--- config.mk ---
export PLATFORM = sky130hd
export DESIGN_NAME = ctlreg_file
export DESIGN_NICKNAME = d
export VERILOG_FILES = /design/src/rtl/ctlreg_pkg.sv /design/src/rtl/cr_psw_unit.sv /design/src/rtl/cr_stack_bank.sv /design/src/rtl/cr_store_bank.sv /design/src/rtl/cr_mac_acc.sv /design/src/rtl/ctlreg_file.sv
export SDC_FILE = /design/constraint.sdc
export NUM_CORES = 1
export LEC_CHECK = 0
export ABC_AREA = 1
export BUFFER_PORTS_ARGS = -buffer_cell sky130_fd_sc_hd__buf_2
export CORE_MARGIN = 5
export CORE_UTILIZATION = 35
export CTS_BUF_LIST = sky130_fd_sc_hd__clkbuf_4
export DETAILED_ROUTE_END_ITERATION = 10
export PLACE_DENSITY_LB_ADDON = 0.12
export SKIP_LAST_GASP = 1
export SYNTH_ARGS = -nofsm -noshare
export SYNTH_HDL_FRONTEND = slang
export SYNTH_SLANG_ARGS = --single-unit
export TNS_END_PERCENT = 20
--- constraint.sdc ---
create_clock -name clk -period 19.4 [get_ports clk]
set_input_delay 1.94 -clock clk [delete_from_list [all_inputs] [get_ports clk]]
set_output_delay 1.94 -clock clk [all_outputs]
set_load 0.01 [all_outputs]
--- src/rtl/ctlreg_pkg.sv ---
package ctlreg_pkg;

  localparam int XLEN = 32;

  // control register index map
  localparam int IX_STATUS  = 0;
  localparam int IX_COND    = 1;
  localparam int IX_ISTACK  = 2;
  localparam int IX_USTACK  = 3;
  localparam int IX_SPARE0  = 4;
  localparam int IX_SPARE1  = 5;
  localparam int IX_RET0    = 6;
  localparam int IX_RET1    = 7;
  localparam int IX_STATUS2 = 8;

  // plain storage bank: spares then return addresses
  localparam int STORE_BASE = IX_SPARE0;
  localparam int STORE_N    = 4;
  localparam int STORE_MASK_FROM = 2;

  localparam int MODE_BIT = 7;

endpackage

--- src/rtl/cr_psw_unit.sv ---
module cr_psw_unit
  import ctlreg_pkg::*;
(
  input  logic             clk,
  input  logic             rst_ni,
  input  logic             we_status,
  input  logic             we_cond,
  input  logic             we_status2,
  input  logic [15:0]      wd,
  output logic [XLEN-1:0]  status_view,
  output logic [XLEN-1:0]  cond_view,
  output logic [XLEN-1:0]  status2_view,
  output logic             cur_sm,
  output logic             swap_req
);

  // only the bits that are ever visible are kept
  logic [1:0] mode_q, mode_d;     // status bits 7:6
  logic [2:0] bk_q, bk_d;         // backup bits 15,14,8
  logic [2:0] bb_q, bb_d;         // second-level bits 7,6,0
  logic       cond_q, cond_d;
  logic       unused_wd_bits;

  assign unused_wd_bits = ^{wd[13:9], wd[5:1]};

  always_comb begin
    mode_d = mode_q;
    bk_d   = bk_q;
    bb_d   = bb_q;
    cond_d = cond_q;
    if (we_status) begin
      mode_d = wd[7:6];
      bk_d   = {wd[15:14], wd[8]};
      cond_d = wd[0];
    end
    if (we_cond) begin
      cond_d = wd[0];
    end
    if (we_status2) begin
      bb_d = {wd[7:6], wd[0]};
    end
  end

  always_ff @(posedge clk or negedge rst_ni) begin
    if (!rst_ni) begin
      mode_q <= '0;
      bk_q   <= '0;
      bb_q   <= '0;
      cond_q <= 1'b0;
    end else begin
      mode_q <= mode_d;
      bk_q   <= bk_d;
      bb_q   <= bb_d;
      cond_q <= cond_d;
    end
  end

  assign cur_sm   = mode_q[1];
  assign swap_req = we_status & (wd[MODE_BIT] != mode_q[1]);

  assign status_view  = {16'b0, bk_q[2:1], 5'b0, bk_q[0], mode_q, 5'b0, cond_q};
  assign cond_view    = {31'b0, cond_q};
  assign status2_view = {24'b0, bb_q[2:1], 5'b0, bb_q[0]};

endmodule

--- src/rtl/cr_stack_bank.sv ---
module cr_stack_bank
  import ctlreg_pkg::*;
(
  input  logic            clk,
  input  logic            rst_ni,
  input  logic            cur_sm,
  input  logic            swap_req,
  input  logic            we_istack,
  input  logic            we_ustack,
  input  logic [XLEN-1:0] wd,
  input  logic            sp_we,
  input  logic [XLEN-1:0] sp_wd,
  output logic [XLEN-1:0] live_sp,
  output logic [XLEN-1:0] isp_bank,
  output logic [XLEN-1:0] usp_bank
);

  logic [XLEN-1:0] live_q, live_d;
  logic [XLEN-1:0] isp_q, isp_d;
  logic [XLEN-1:0] usp_q, usp_d;

  always_comb begin
    isp_d  = isp_q;
    usp_d  = usp_q;
    // general register path first; control writes override below
    live_d = sp_we ? sp_wd : live_q;
    if (swap_req) begin
      if (cur_sm) begin
        usp_d  = live_q;
        live_d = isp_q;
      end else begin
        isp_d  = live_q;
        live_d = usp_q;
      end
    end else if (we_istack) begin
      if (cur_sm) isp_d  = wd;
      else        live_d = wd;
    end else if (we_ustack) begin
      if (cur_sm) live_d = wd;
      else        usp_d  = wd;
    end
  end

  always_ff @(posedge clk or negedge rst_ni) begin
    if (!rst_ni) begin
      live_q <= '0;
      isp_q  <= '0;
      usp_q  <= '0;
    end else begin
      live_q <= live_d;
      isp_q  <= isp_d;
      usp_q  <= usp_d;
    end
  end

  assign live_sp  = live_q;
  assign isp_bank = isp_q;
  assign usp_bank = usp_q;

endmodule

--- src/rtl/cr_store_bank.sv ---
module cr_store_bank
  import ctlreg_pkg::*;
#(
  parameter int IDX_W     = 4,
  parameter int N         = STORE_N,
  parameter int BASE      = STORE_BASE,
  parameter int MASK_FROM = STORE_MASK_FROM
) (
  input  logic                     clk,
  input  logic                     rst_ni,
  input  logic                     wr_en,
  input  logic [IDX_W-1:0]         idx,
  input  logic [XLEN-1:0]          wd,
  output logic [N-1:0][XLEN-1:0]   views
);

  for (genvar g = 0; g < N; g++) begin : g_ent
    logic [XLEN-1:0] q, d;
    logic            hit;

    assign hit = wr_en && (idx == IDX_W'(BASE + g));

    always_comb begin
      d = q;
      if (hit) d = wd;
    end

    always_ff @(posedge clk or negedge rst_ni) begin
      if (!rst_ni) q <= '0;
      else         q <= d;
    end

    if (g >= MASK_FROM) begin : g_even
      logic unused_lsb;
      assign unused_lsb = q[0];
      assign views[g] = {q[XLEN-1:1], 1'b0};
    end else begin : g_plain
      assign views[g] = q;
    end
  end

endmodule

--- src/rtl/cr_mac_acc.sv ---
module cr_mac_acc
  import ctlreg_pkg::*;
#(
  parameter int ACC_W = 56
) (
  input  logic            clk,
  input  logic            rst_ni,
  input  logic            lo_we,
  input  logic            hi_we,
  input  logic [XLEN-1:0] wd,
  output logic [63:0]     acc_view
);

  localparam int HI_W  = ACC_W - XLEN;
  localparam int EXT_W = 64 - ACC_W;

  logic [ACC_W-1:0] acc_q, acc_d;

  always_comb begin
    acc_d = acc_q;
    if (lo_we) acc_d[XLEN-1:0]     = wd;
    if (hi_we) acc_d[ACC_W-1:XLEN] = wd[HI_W-1:0];
  end

  always_ff @(posedge clk or negedge rst_ni) begin
    if (!rst_ni) acc_q <= '0;
    else         acc_q <= acc_d;
  end

  if (HI_W < XLEN) begin : g_drop
    logic unused_hi_bits;
    assign unused_hi_bits = ^wd[XLEN-1:HI_W];
  end

  if (EXT_W > 0) begin : g_ext
    assign acc_view = {{EXT_W{acc_q[ACC_W-1]}}, acc_q};
  end else begin : g_full
    assign acc_view = acc_q;
  end

endmodule

--- src/rtl/ctlreg_file.sv ---
module ctlreg_file
  import ctlreg_pkg::*;
#(
  parameter int ACC_W = 56,
  parameter int IDX_W = 4
) (
  input  logic              clk,
  input  logic              rst_n,
  input  logic [IDX_W-1:0]  cr_idx,
  output logic [31:0]       rd_data,
  input  logic              wr_en,
  input  logic [31:0]       wr_data,
  output logic [31:0]       sp_rd_data,
  input  logic              sp_wr_en,
  input  logic [31:0]       sp_wr_data,
  output logic [63:0]       acc_rd_data,
  input  logic              acc_lo_we,
  input  logic              acc_hi_we,
  input  logic [31:0]       acc_wr_data
);

  // reset: asserted at once, released after two clock edges
  logic [1:0] rst_pipe;
  logic       rst_ni;

  always_ff @(posedge clk or negedge rst_n) begin
    if (!rst_n) rst_pipe <= '0;
    else        rst_pipe <= {rst_pipe[0], 1'b1};
  end
  assign rst_ni = rst_pipe[1];

  // write decode
  logic we_status, we_cond, we_istack, we_ustack, we_status2;
  assign we_status  = wr_en && (cr_idx == IDX_W'(IX_STATUS));
  assign we_cond    = wr_en && (cr_idx == IDX_W'(IX_COND));
  assign we_istack  = wr_en && (cr_idx == IDX_W'(IX_ISTACK));
  assign we_ustack  = wr_en && (cr_idx == IDX_W'(IX_USTACK));
  assign we_status2 = wr_en && (cr_idx == IDX_W'(IX_STATUS2));

  logic [XLEN-1:0] status_view, cond_view, status2_view;
  logic            cur_sm, swap_req;

  cr_psw_unit u_psw (
    .clk          (clk),
    .rst_ni       (rst_ni),
    .we_status    (we_status),
    .we_cond      (we_cond),
    .we_status2   (we_status2),
    .wd           (wr_data[15:0]),
    .status_view  (status_view),
    .cond_view    (cond_view),
    .status2_view (status2_view),
    .cur_sm       (cur_sm),
    .swap_req     (swap_req)
  );

  logic [XLEN-1:0] live_sp, isp_bank, usp_bank;

  cr_stack_bank u_stack (
    .clk       (clk),
    .rst_ni    (rst_ni),
    .cur_sm    (cur_sm),
    .swap_req  (swap_req),
    .we_istack (we_istack),
    .we_ustack (we_ustack),
    .wd        (wr_data),
    .sp_we     (sp_wr_en),
    .sp_wd     (sp_wr_data),
    .live_sp   (live_sp),
    .isp_bank  (isp_bank),
    .usp_bank  (usp_bank)
  );

  logic [STORE_N-1:0][XLEN-1:0] store_views;

  cr_store_bank #(.IDX_W(IDX_W)) u_store (
    .clk    (clk),
    .rst_ni (rst_ni),
    .wr_en  (wr_en),
    .idx    (cr_idx),
    .wd     (wr_data),
    .views  (store_views)
  );

  cr_mac_acc #(.ACC_W(ACC_W)) u_acc (
    .clk      (clk),
    .rst_ni   (rst_ni),
    .lo_we    (acc_lo_we),
    .hi_we    (acc_hi_we),
    .wd       (acc_wr_data),
    .acc_view (acc_rd_data)
  );

  // banked stack views follow the live mode
  logic [XLEN-1:0] istack_view, ustack_view;
  assign istack_view = cur_sm ? isp_bank : live_sp;
  assign ustack_view = cur_sm ? live_sp  : usp_bank;

  always_comb begin
    rd_data = '0;
    case (cr_idx)
      IDX_W'(IX_STATUS):  rd_data = status_view;
      IDX_W'(IX_COND):    rd_data = cond_view;
      IDX_W'(IX_ISTACK):  rd_data = istack_view;
      IDX_W'(IX_USTACK):  rd_data = ustack_view;
      IDX_W'(IX_SPARE0):  rd_data = store_views[0];
      IDX_W'(IX_SPARE1):  rd_data = store_views[1];
      IDX_W'(IX_RET0):    rd_data = store_views[2];
      IDX_W'(IX_RET1):    rd_data = store_views[3];
      IDX_W'(IX_STATUS2): rd_data = status2_view;
      default:            rd_data = '0;
    endcase
  end

  assign sp_rd_data = live_sp;

endmodule

-- Word level (Yosys, flattened, before mapping)
Cells that the tools add are included.
- flip-flop bits (word level): 291
- latch bits: 0
- memory bits (writable): 0
- bits in read-only memories: 0
- input bits: 106
- output and inout port bits: 128
- word-level logic and storage cells: 61
- memories: 0
- add/sub/neg operators: 0
- multiply operators: 0
- div/mod/pow operators: 0
- magnitude comparators: 0
- equal/unequal tests: 11
- shift operators: 0
- muxes and demuxes: 19
- bitwise gates (word level): 1
- reductions and logical operators: 16
- operators by type and width (kind ; number):
    32-bit 2-to-1 mux ; 16
    32-bit case mux with 9 select lines ; 1
    4-bit by 3-bit == test with 1-bit output, second input constant ; 4
    1-bit logical AND ; 9
    4-bit by 2-bit == test with 1-bit output, second input constant ; 2
    2-bit nonzero test ; 4
    4-bit by 1-bit == test with 1-bit output, second input constant ; 1
    4-bit == test, second input constant ; 1
    4-bit logical NOT ; 1
    2-bit != test, second input constant ; 2
    3-bit AND reduction ; 1
    1-bit 2-to-1 mux ; 2
    2-bit AND reduction ; 1
    1-bit AND ; 1
    1-bit != test ; 1

-- Longest topological paths before layout
Gate-level depths: netlist (run 1).
- word-level depth: 5
- gate-level depth with buffers: 11
- gate-level depth less buffers: 10

-- Modules after synthesis
From an unflattened synthesis (run 1), not the netlist that was laid out.
- cells, all modules: 2645
- area total of the unflattened synthesis: 17486.8 um^2
- modules (own cells, without submodules) (module ; times used ; cells each ; area each (um^2) ; seq. area each (um^2)):
    cr_stack_bank ; 1 ; 937 ; 5810.6 ; 2402.3
    cr_store_bank ; 1 ; 561 ; 4943.5 ; 3153.0
    ctlreg_file ; 1 ; 769 ; 3379.5 ; 50.0
    cr_mac_acc ; 1 ; 246 ; 2313.5 ; 1401.3
    cr_psw_unit ; 1 ; 132 ; 1039.7 ; 225.2

-- Worst setup path before layout (run 1)
OpenSTA, ideal clock, no wires.
- path kind: input to output
- from: input port cr_idx[1]
- to: output port rd_data[11]
- arrival: 2.870 ns
- setup slack: 14.590 ns
- cell stages on the path: 8
- path buffers: 1
- path through: inv_1 -> nor2_2 -> nand2_1 -> inv_1 -> clkbuf_1 -> nand2_1 -> and3_1 -> nand4_1
- word-level cells in the longest chain between the ends: 2
- elaborated cells between the ends (all ways): 10
- RTL lines (what ; RTL line ; RTL):
    from (decl) ; ctlreg_file.sv:9 ; input logic [IDX_W-1:0] cr_idx,
    4-bit == test (tied with other cells) ; ctlreg_file.sv:101 ; case (cr_idx)
    32-bit case mux with 9 select lines * ; ctlreg_file.sv:101 ;
    to (decl) ; ctlreg_file.sv:10 ; output logic [31:0] rd_data,
Mark *: on every way between the ends. The rest lies on a longest branch, timed or not.

-- Worst setup path after layout (run 1)
- from: input port cr_idx[3]
- to: output port rd_data[22]
Same word-level chain as after synthesis.

==> results of run 1 <==
[worst max-delay path, cell delays in order]
cell and delay, ns:
sky130_fd_sc_hd__buf_2 0.14, sky130_fd_sc_hd__nor2_4 0.14, sky130_fd_sc_hd__nand2_1 0.40, sky130_fd_sc_hd__inv_1 0.89, sky130_fd_sc_hd__nand2_1 0.12, sky130_fd_sc_hd__and3_1 0.19, sky130_fd_sc_hd__nand4_1 0.10, sky130_fd_sc_hd__buf_2 0.16
[final cells by class]
class / instances / area, um2 / area share
multi-input cells: 1363 / 6445 / 0.3753
well taps: 539 / 674.4 / 0.03927
diodes: 2 / 5.005 / 0.0002914
clock inverters: 11 / 75.07 / 0.004372
inverters: 111 / 419.2 / 0.02441
flip-flops and latches: 289 / 7239 / 0.4216
clock buffers: 134 / 1006 / 0.05858
repair buffers: 252 / 1309 / 0.07621
[kinds of logic after synthesis]
kind of cell	Yosys count	synth area share
simple gates	983	0.2758
mux	56	0.04294
buf+inv	237	0.06901
other cells	1	0.0002554
compound gates	323	0.1195
flops	289	0.4925
[power groups by stage]
stage	Sequential [mW]	Clock, mW	Combinational (mW)
detailed placement	0.810	0	0.397
CTS	0.801	0.616	0.397
finish	0.802	0.596	0.398
global placement	0.808	0	0.393
floorplan	0.805	0	0.249
global route	0.817	0.651	0.450
[cell usage after synthesis]
cell,instances,area share
sky130_fd_sc_hd__buf_2,49,0.017
sky130_fd_sc_hd__inv_4,1,0.00043
sky130_fd_sc_hd__nor2_4,4,0.0031
sky130_fd_sc_hd__nor3b_1,1,0.00051
sky130_fd_sc_hd__clkinv_1,1,0.00026
sky130_fd_sc_hd__clkbuf_1,51,0.013
sky130_fd_sc_hd__nand2_1,677,0.17
sky130_fd_sc_hd__and3_1,6,0.0026
sky130_fd_sc_hd__dfrtp_1,289,0.49
sky130_fd_sc_hd__or2_2,7,0.0030
sky130_fd_sc_hd__conb_1,1,0.00026
sky130_fd_sc_hd__inv_1,104,0.027
sky130_fd_sc_hd__a21oi_1,59,0.020
sky130_fd_sc_hd__nand2_2,4,0.0017
sky130_fd_sc_hd__mux2_2,56,0.043
sky130_fd_sc_hd__nand3_1,131,0.045
sky130_fd_sc_hd__buf_1,11,0.0028
sky130_fd_sc_hd__o211ai_1,50,0.026
sky130_fd_sc_hd__o21ai_0,196,0.067
sky130_fd_sc_hd__a21boi_0,3,0.0015
sky130_fd_sc_hd__o221ai_1,1,0.00060
sky130_fd_sc_hd__or2_0,10,0.0043
sky130_fd_sc_hd__buf_6,1,0.00077
sky130_fd_sc_hd__buf_4,14,0.0072
sky130_fd_sc_hd__nand3b_1,2,0.0010
sky130_fd_sc_hd__inv_2,5,0.0013
sky130_fd_sc_hd__o21ai_1,13,0.0044
sky130_fd_sc_hd__nor2_1,106,0.027
sky130_fd_sc_hd__a22oi_1,1,0.00051
sky130_fd_sc_hd__nor2_2,5,0.0021
sky130_fd_sc_hd__nand4_1,30,0.013
[path summary, 6_finish.rpt]
check | end | slack (ns) | cells after the start
max in group asynchronous | u_stack.live_sp[27]$_DFF_PN0_ | 15.98 | 3
min in group asynchronous | u_acc.acc_q[6]$_DFFE_PN0P_ | 0.38 | 0
worst max-delay path | rd_data[22] | 13.37 | 8
worst max register to register | u_stack.live_sp[27]$_DFF_PN0_ | 15.98 | 3
worst min register to register | rst_pipe[1]$_DFF_PN0_ | 0.35 | 0
worst min-delay path | rst_pipe[1]$_DFF_PN0_ | 0.35 | 0
[registers in the layout (all words and copies together) (netlist names)]
signal / flops
u_stack.isp_bank: 32
rst_pipe: 2
u_psw.bk_q: 3
u_stack.usp_bank: 32
u_psw.bb_q: 3
u_acc.acc_q: 56
u_psw.mode_q: 2
u_store.g_ent.q: 126
u_stack.live_sp: 32
u_psw.cond_q: 1
[stage by stage]
step / hold slack [ns] / area [um2] / worst slack (ns) / std cells / total power, mW
floorplan: 0.3312 / 14690 / 10.75 / 1889 / 1.055
global placement: 0.3370 / 16090 / 13.46 / 2554 / 1.201
detailed placement: 0.3397 / 16090 / 13.37 / 2554 / 1.206
CTS: 0.3528 / 17170 / 13.35 / 2699 / 1.814
global route: 0.3675 / 17170 / 13.21 / 2700 / 1.917
finish: 0.3494 / 17170 / 13.37 / 2701 / 1.796
[cell usage in the layout (no fill, tap or decap), drive strengths merged]
cell	n
o21ai	209
clkinvlp	2
bufinv	1
nand3	131
a21oi	59
nand4	30
a22oi	1
nand2	681
or2	17
nor3b	1
dfrtp	289
conb	1
clkbuf	134
clkinv	6
nor2	115
o211ai	50
nand3b	2
diode	2
and3	6
mux2	56
o221ai	1
a21boi	3
inv	113
buf	252
[metal layers]
layer,vias to the layer above,wire [um]
met5,-,0
met4,0,853
met3,62,5059
met2,565,20530
met1,6609,24960
li1,6644,-
==> impl_table.tex, run 1 <==
\begin{tabular}{lr}
\hline
Metric & Value \\
\hline
\multicolumn{2}{l}{\textbf{Floorplan}} \\
\quad Number of rows in the core area & 75 \\
\quad Die Ht & 214.8 um \\
\quad Core ar. & 41760 um2 \\
\quad Full die area & 46150 um2 \\
\quad Effective utilization at floorplan & 0.3517 \\
\quad Die width & 214.8 um \\
\quad Total I/O pin count & 234 \\
\multicolumn{2}{l}{\textbf{Global route}} \\
\quad Global route overflow & 0 \\
\quad Total routing resource utilization after global routing & 0.2191 \\
\quad Global routing met3 resource utilization & 0.06558 \\
\quad GRT Max-Usage Layer & met1 \\
\quad Antenna violations before repair & 2 \\
\quad Global-route wire length before repair & 79.86 mm \\
\quad Met1 Track Usage GR & 0.3335 \\
\quad Pin count of the biggest net entering global routing & 73 \\
\quad GR Util met2 & 0.2999 \\
\quad Number of global-route vias before repair & 13350 \\
\multicolumn{2}{l}{\textbf{Clock tree}} \\
\quad Post\_cts resized & 0 \\
\quad Setup Fix Bufs, Post-CTS & 0 \\
\quad TritonCTS clock tree & yes \\
\quad Clock slew at the register clock pins of the worst setup and hold paths & 0.05 ns \\
\quad Number of clock sinks & 289 \\
\quad Bufs on Longest Clock Path & 3 \\
\quad Clock latency on the worst-skew pair & 0.76 ns \\
\quad Clock root buffer & sky130\_fd\_sc\_hd\_\_clkbuf\_4 \\
\quad Clock H-tree levels & 3 \\
\quad Hold buffers post-CTS & 0 \\
\quad CTS Buf Count & 87 \\
\multicolumn{2}{l}{\textbf{Setup path}} \\
\quad Type of the worst setup path & in2out \\
\quad Critical path origin & cr\_idx[3] \\
\quad Top fanout value on the critical path & 22 \\
\quad CP Capture Type & primary output \\
\quad Required @ worst endpoint & 17.46 ns \\
\quad Worst EP arrival & 4.09 ns \\
\quad Worst reg2reg path startpoint & rst\_pipe[1]\$\_DFF\_PN0\_ \\
\quad Startpoint types & input pin \\
\multicolumn{2}{l}{\textbf{Finish}} \\
\quad Share of final-layout standard cells stronger than drive strength 1 & 0.2213 \\
\quad Area Growth Syn to Fin & 16.94\% \\
\quad Util after Layout & 0.4112 \\
\quad Filler instances & 4373 \\
\quad Final-stage net count & 2210 \\
\multicolumn{2}{l}{\textbf{Placement}} \\
\quad Buffers on Ports & 233 \\
\quad Final weighted congestion of routability-driven global placement & 0.8475 \\
\quad Detail Placement HPWL & 34.14 mm \\
\multicolumn{2}{l}{\textbf{Pwr}} \\
\quad Switching portion of total power & 0.3391 \\
\quad Internal portion of total power & 1.187 mW \\
\quad Sequential fraction of design power & 0.446 \\
\quad Power density normalized to cell area & 104.6 nW/um2 \\
\quad Leakage Power & 8.588 nW \\
\quad Combinational share of power & 0.222 \\
\quad Largest voltage drop on the vdd net & 0.00005197 V \\
\quad Part of the total power dissipated in the clock network & 0.332 \\
\quad Psw & 0.6090 mW \\
\multicolumn{2}{l}{\textbf{STA}} \\
\quad Setup TNS Final & 0 ns \\
\quad Share of the clock period used by the worst path after layout & 0.3109 \\
\quad Final Max Slew Viols & 0 \\
\quad Worst Clk Skew & 0.04037 ns \\
\quad Max transition margin & 0.2657 \\
\quad Shortest period the worst path allows & 6.032 ns \\
\quad Slew at the pin closest to its max-slew limit & 1.098 ns \\
\quad Final number of setup-violating endpoints & 0 \\
\quad Maximum clock frequency & 165.8 MHz \\
\quad Final Hold Vio Count & 0 \\
\quad Unrepaired setup endpoints after global routing & no \\
\multicolumn{2}{l}{\textbf{Run status}} \\
\quad Outcome & completed \\
\multicolumn{2}{l}{\textbf{Routing}} \\
\quad Post-route DRC violation count & 0 \\
\quad Detail-routed via count per cell & 5.139 \\
\quad Total iterations of the first detailed-routing run & 5 \\
\quad Drt wl/cell & 19.03 um \\
\quad Detailed-route wire length & 51.40 mm \\
\quad Residual antenna-violating net count after detailed routing & 0 \\
\quad Detailed router's first-iteration violation count & 1309 \\
\quad Via count & 13880 \\
\multicolumn{2}{l}{\textbf{Synthesis}} \\
\quad Total of flip-flops plus latches after synthesis & 289 \\
\quad Synthesized netlist cell count & 1889 \\
\quad Mean instance size in the synthesized netlist & 7.774 um2 \\
\quad Portion of the post-synthesis area used by sequential elements & 0.4925 \\
\quad Mapped Nets & 1995 \\
\quad Total of warnings raised by yosys & 0 \\
\quad Number of distinct library cells after synthesis & 31 \\
\quad Mapped Area & 14690 um2 \\
\multicolumn{2}{l}{\textbf{Job}} \\
\quad Max-cap violation count & 0 \\
\multicolumn{2}{l}{\textbf{Min path}} \\
\quad Hold Startpoint & rst\_pipe[0]\$\_DFF\_PN0\_ \\
\quad Hold Path Class & reg2reg \\
\hline
\end{tabular}
No activity file was read; power rests on OpenSTA's default activity.
==> run 2: changes to the inputs <==
clock period = 5.77 ns   (was 19.4 ns; I/O delays follow)
==> run 2 against run 1 <==
  * Non-clock buffer count is 17 higher
  * Count of clock-buffer cells in the layout is 14 lower
  * Highest routed layer is now met5
  * Setup slack got worse by 12 ns
  * Worst hold slack got worse by 0.29 ns
  * Power grew to 3.4 times the previous value
==> impl_table.tex, run 2 (synthesis gave the netlist of run 1 again) <==
\begin{tabular}{lr}
\hline
Metric & Value \\
\hline
\multicolumn{2}{l}{\textbf{STA}} \\
\quad Maximum clock frequency & 239.2 MHz \\
\quad Share of the clock period used by the worst path after layout & 0.7245 \\
\quad Fin worst setup slack & 1.590 ns \\
\quad Shortest period the worst path allows & 4.180 ns \\
\quad Final Max Slew Viols & 0 \\
\quad Unrepaired setup endpoints after global routing & no \\
\quad Setup TNS Final & 0 ns \\
\quad Worst Clk Skew & 0.07364 ns \\
\quad Slew at the pin closest to its max-slew limit & 1.165 ns \\
\quad Final number of setup-violating endpoints & 0 \\
\quad Final Hold Vio Count & 0 \\
\quad Max transition margin & 0.2205 \\
\multicolumn{2}{l}{\textbf{Pwr}} \\
\quad Total power & 6.044 mW \\
\quad Leakage Power & 8.663 nW \\
\quad Largest voltage drop on the vdd net & 0.0001473 V \\
\quad Power density normalized to cell area & 347.4 nW/um2 \\
\multicolumn{2}{l}{\textbf{Finish}} \\
\quad Share of final-layout standard cells stronger than drive strength 1 & 0.2117 \\
\quad Leading cell type in the layout, fill and taps excluded & sky130\_fd\_sc\_hd\_\_nand2\_1 \\
\quad Register with the most flip-flops & u\_store.g\_ent.q \\
\quad Footprint of the multi-input gates & 6445 um2 \\
\quad Area Growth Syn to Fin & 18.46\% \\
\quad Sequential Area & 7239 um2 \\
\quad Final-stage net count & 2225 \\
\quad Commonest non-fill, non-tap cells in the layout & 675 x sky130\_fd\_sc\_hd\_\_nand2\_1, 287 x sky130\_fd\_sc\_hd\_\_dfrtp\_1, 233 x sky130\_fd\_sc\_hd\_\_buf\_2 \\
\quad Largest register FFs & 126 \\
\quad Util after Layout & 0.4166 \\
\quad Biggest registers after layout & u\_store.g\_ent.q (126), u\_acc.acc\_q (56) \\
\quad Filler instances & 4401 \\
\multicolumn{2}{l}{\textbf{Floorplan}} \\
\quad Die Ht & 214.8 um \\
\quad Effective utilization at floorplan & 0.3517 \\
\quad Full die area & 46150 um2 \\
\quad Die width & 214.8 um \\
\quad Total I/O pin count & 234 \\
\quad Number of rows in the core area & 75 \\
\quad Core ar. & 41760 um2 \\
\multicolumn{2}{l}{\textbf{Clock tree}} \\
\quad Clock latency on the worst-skew pair & 0.80 ns \\
\quad TritonCTS clock tree & yes \\
\quad Clock root buffer & sky130\_fd\_sc\_hd\_\_clkbuf\_4 \\
\quad Bufs on Longest Clock Path & 3 \\
\quad CTS Buf Count & 85 \\
\quad Clock slew at the register clock pins of the worst setup and hold paths & 0.06 ns \\
\quad Number of clock sinks & 289 \\
\quad Clock H-tree levels & 3 \\
\quad Post\_cts resized & 0 \\
\multicolumn{2}{l}{\textbf{Placement}} \\
\quad Detail Placement HPWL & 32.90 mm \\
\quad Worst slack after detailed placement & 2.207 ns \\
\quad Final weighted congestion of routability-driven global placement & 0.8513 \\
\quad Buffers on Ports & 233 \\
\multicolumn{2}{l}{\textbf{Setup path}} \\
\quad CP Capture Type & primary output \\
\quad Critical Path Most Common Cell & sky130\_fd\_sc\_hd\_\_a21oi\_1 \\
\quad CP peak stage delay & 0.68 ns \\
\quad Slowest cell on the critical path & sky130\_fd\_sc\_hd\_\_dfrtp\_4 \\
\quad Startpoint types & flip-flop \\
\quad Top fanout value on the critical path & 50 \\
\quad Worst EP arrival & 3.60 ns \\
\quad Cells along the critical path & inv\_2, buf\_4, nor2\_1, a21oi\_1, a21oi\_1, nand4\_1, buf\_2 \\
\quad Type of the worst setup path & reg2out \\
\quad Required @ worst endpoint & 5.19 ns \\
\multicolumn{2}{l}{\textbf{Global route}} \\
\quad Total routing resource utilization after global routing & 0.2103 \\
\quad Number of global-route vias before repair & 13250 \\
\quad Global route overflow & 0 \\
\quad Antenna violations before repair & 5 \\
\quad Pin count of the biggest net entering global routing & 96 \\
\quad Global-route wire length before repair & 77.34 mm \\
\multicolumn{2}{l}{\textbf{Routing}} \\
\quad Post-route DRC violation count & 0 \\
\quad Residual antenna-violating net count after detailed routing & 0 \\
\quad Total iterations of the first detailed-routing run & 5 \\
\quad Routed length on met3 & 3.827 mm \\
\quad Detailed-route wire length & 49.46 mm \\
\quad Via count & 13740 \\
\quad Detailed router's first-iteration violation count & 1070 \\
\quad Detailed route wirelength on metal2 & 20.03 mm \\
\quad Topmost layer with routed signal wires & met5 \\
\quad Drt wl/cell & 18.23 um \\
\quad Wire length on met1 & 24.63 mm \\
\quad Detail-routed via count per cell & 5.065 \\
\multicolumn{2}{l}{\textbf{Job}} \\
\quad Max-cap violation count & 0 \\
\multicolumn{2}{l}{\textbf{Min path}} \\
\quad Hold Path Class & in2reg \\
\multicolumn{2}{l}{\textbf{Run status}} \\
\quad Outcome & completed \\
\hline
\end{tabular}
[run 2: cell count changes in the layout (fill, tap and decap cells not counted), sizes merged]
| cell | delta |
|---|---|
| bufinv | +3 |
| clkbuf | -14 |
| buf | -4 |
| clkinvlp | -2 |
| inv | -2 |
| dlygate4sd3 | +21 |
| clkinv | +11 |
| diode | -1 |
[run 2: critical path: cells and delay by family (launching register included)]
kind	cells	cell delay, ns
AND/OR/NAND/NOR	2	0.26
AO/OA/AOI/OAI	2	0.65
buffers and inverters	3	1.19
flip-flops	1	0.68
[run 2: final cells by class]
cell class	instances	share of cell area
diodes	1	0.0001438
clock inverters	21	0.01086
flip-flops and latches	289	0.4161
well taps	539	0.03877
clock buffers	120	0.05178
inverters	111	0.02409
multi-input cells	1363	0.3705
repair buffers	269	0.08774
[run 2: repair_timing]
action                    4_1_cts  5_1_grt
setup buffers                   0        0
hold endpoints to repair       32        0
hold buffers                   21        0
[run 2: layer usage]
metal  vias up  GRT usage
met4         8    0.06270
met1      6501     0.3218
met3        71    0.05277
met2       505     0.2920
li1       6657          -
met5         -          0
[run 2: stage by stage]
step	instance area [um2]	instances	hold slack, ns
after floorplan	14690	1889	0.2814
after global placement	16090	2550	0.3321
after detailed placement	16090	2550	0.3404
after CTS	17390	2712	0.00001527
after global routing	17400	2713	0.01684
final	17400	2713	0.06299
[run 2: path summary, 6_finish.rpt]
path	startpoint	endpoint	slack [ns]	cells past startpoint
worst max-delay path	u_psw.mode_q[1]$_DFFE_PN0P_	rd_data[1]	1.59	7
min in group asynchronous	rst_n	rst_pipe[1]$_DFF_PN0_	0.16	2
worst max register to register	u_psw.mode_q[1]$_DFFE_PN0P_	u_stack.isp_bank[27]$_DFFE_PN0P_	2.56	5
max in group asynchronous	rst_pipe[1]$_DFF_PN0_	u_store.g_ent[3].q[5]$_DFFE_PN0P_	3.93	1
worst min-delay path	wr_data[7]	u_psw.mode_q[1]$_DFFE_PN0P_	0.06	3
worst min register to register	rst_pipe[0]$_DFF_PN0_	rst_pipe[1]$_DFF_PN0_	0.35	0
[run 2: power breakdown]
group / switching (mW) / internal, mW / total (mW)
logic: 0.825 / 0.474 / 1.30
clock network: 0.921 / 1.12 / 2.05
registers: 0.258 / 2.44 / 2.70
total: 2.00 / 4.04 / 6.04
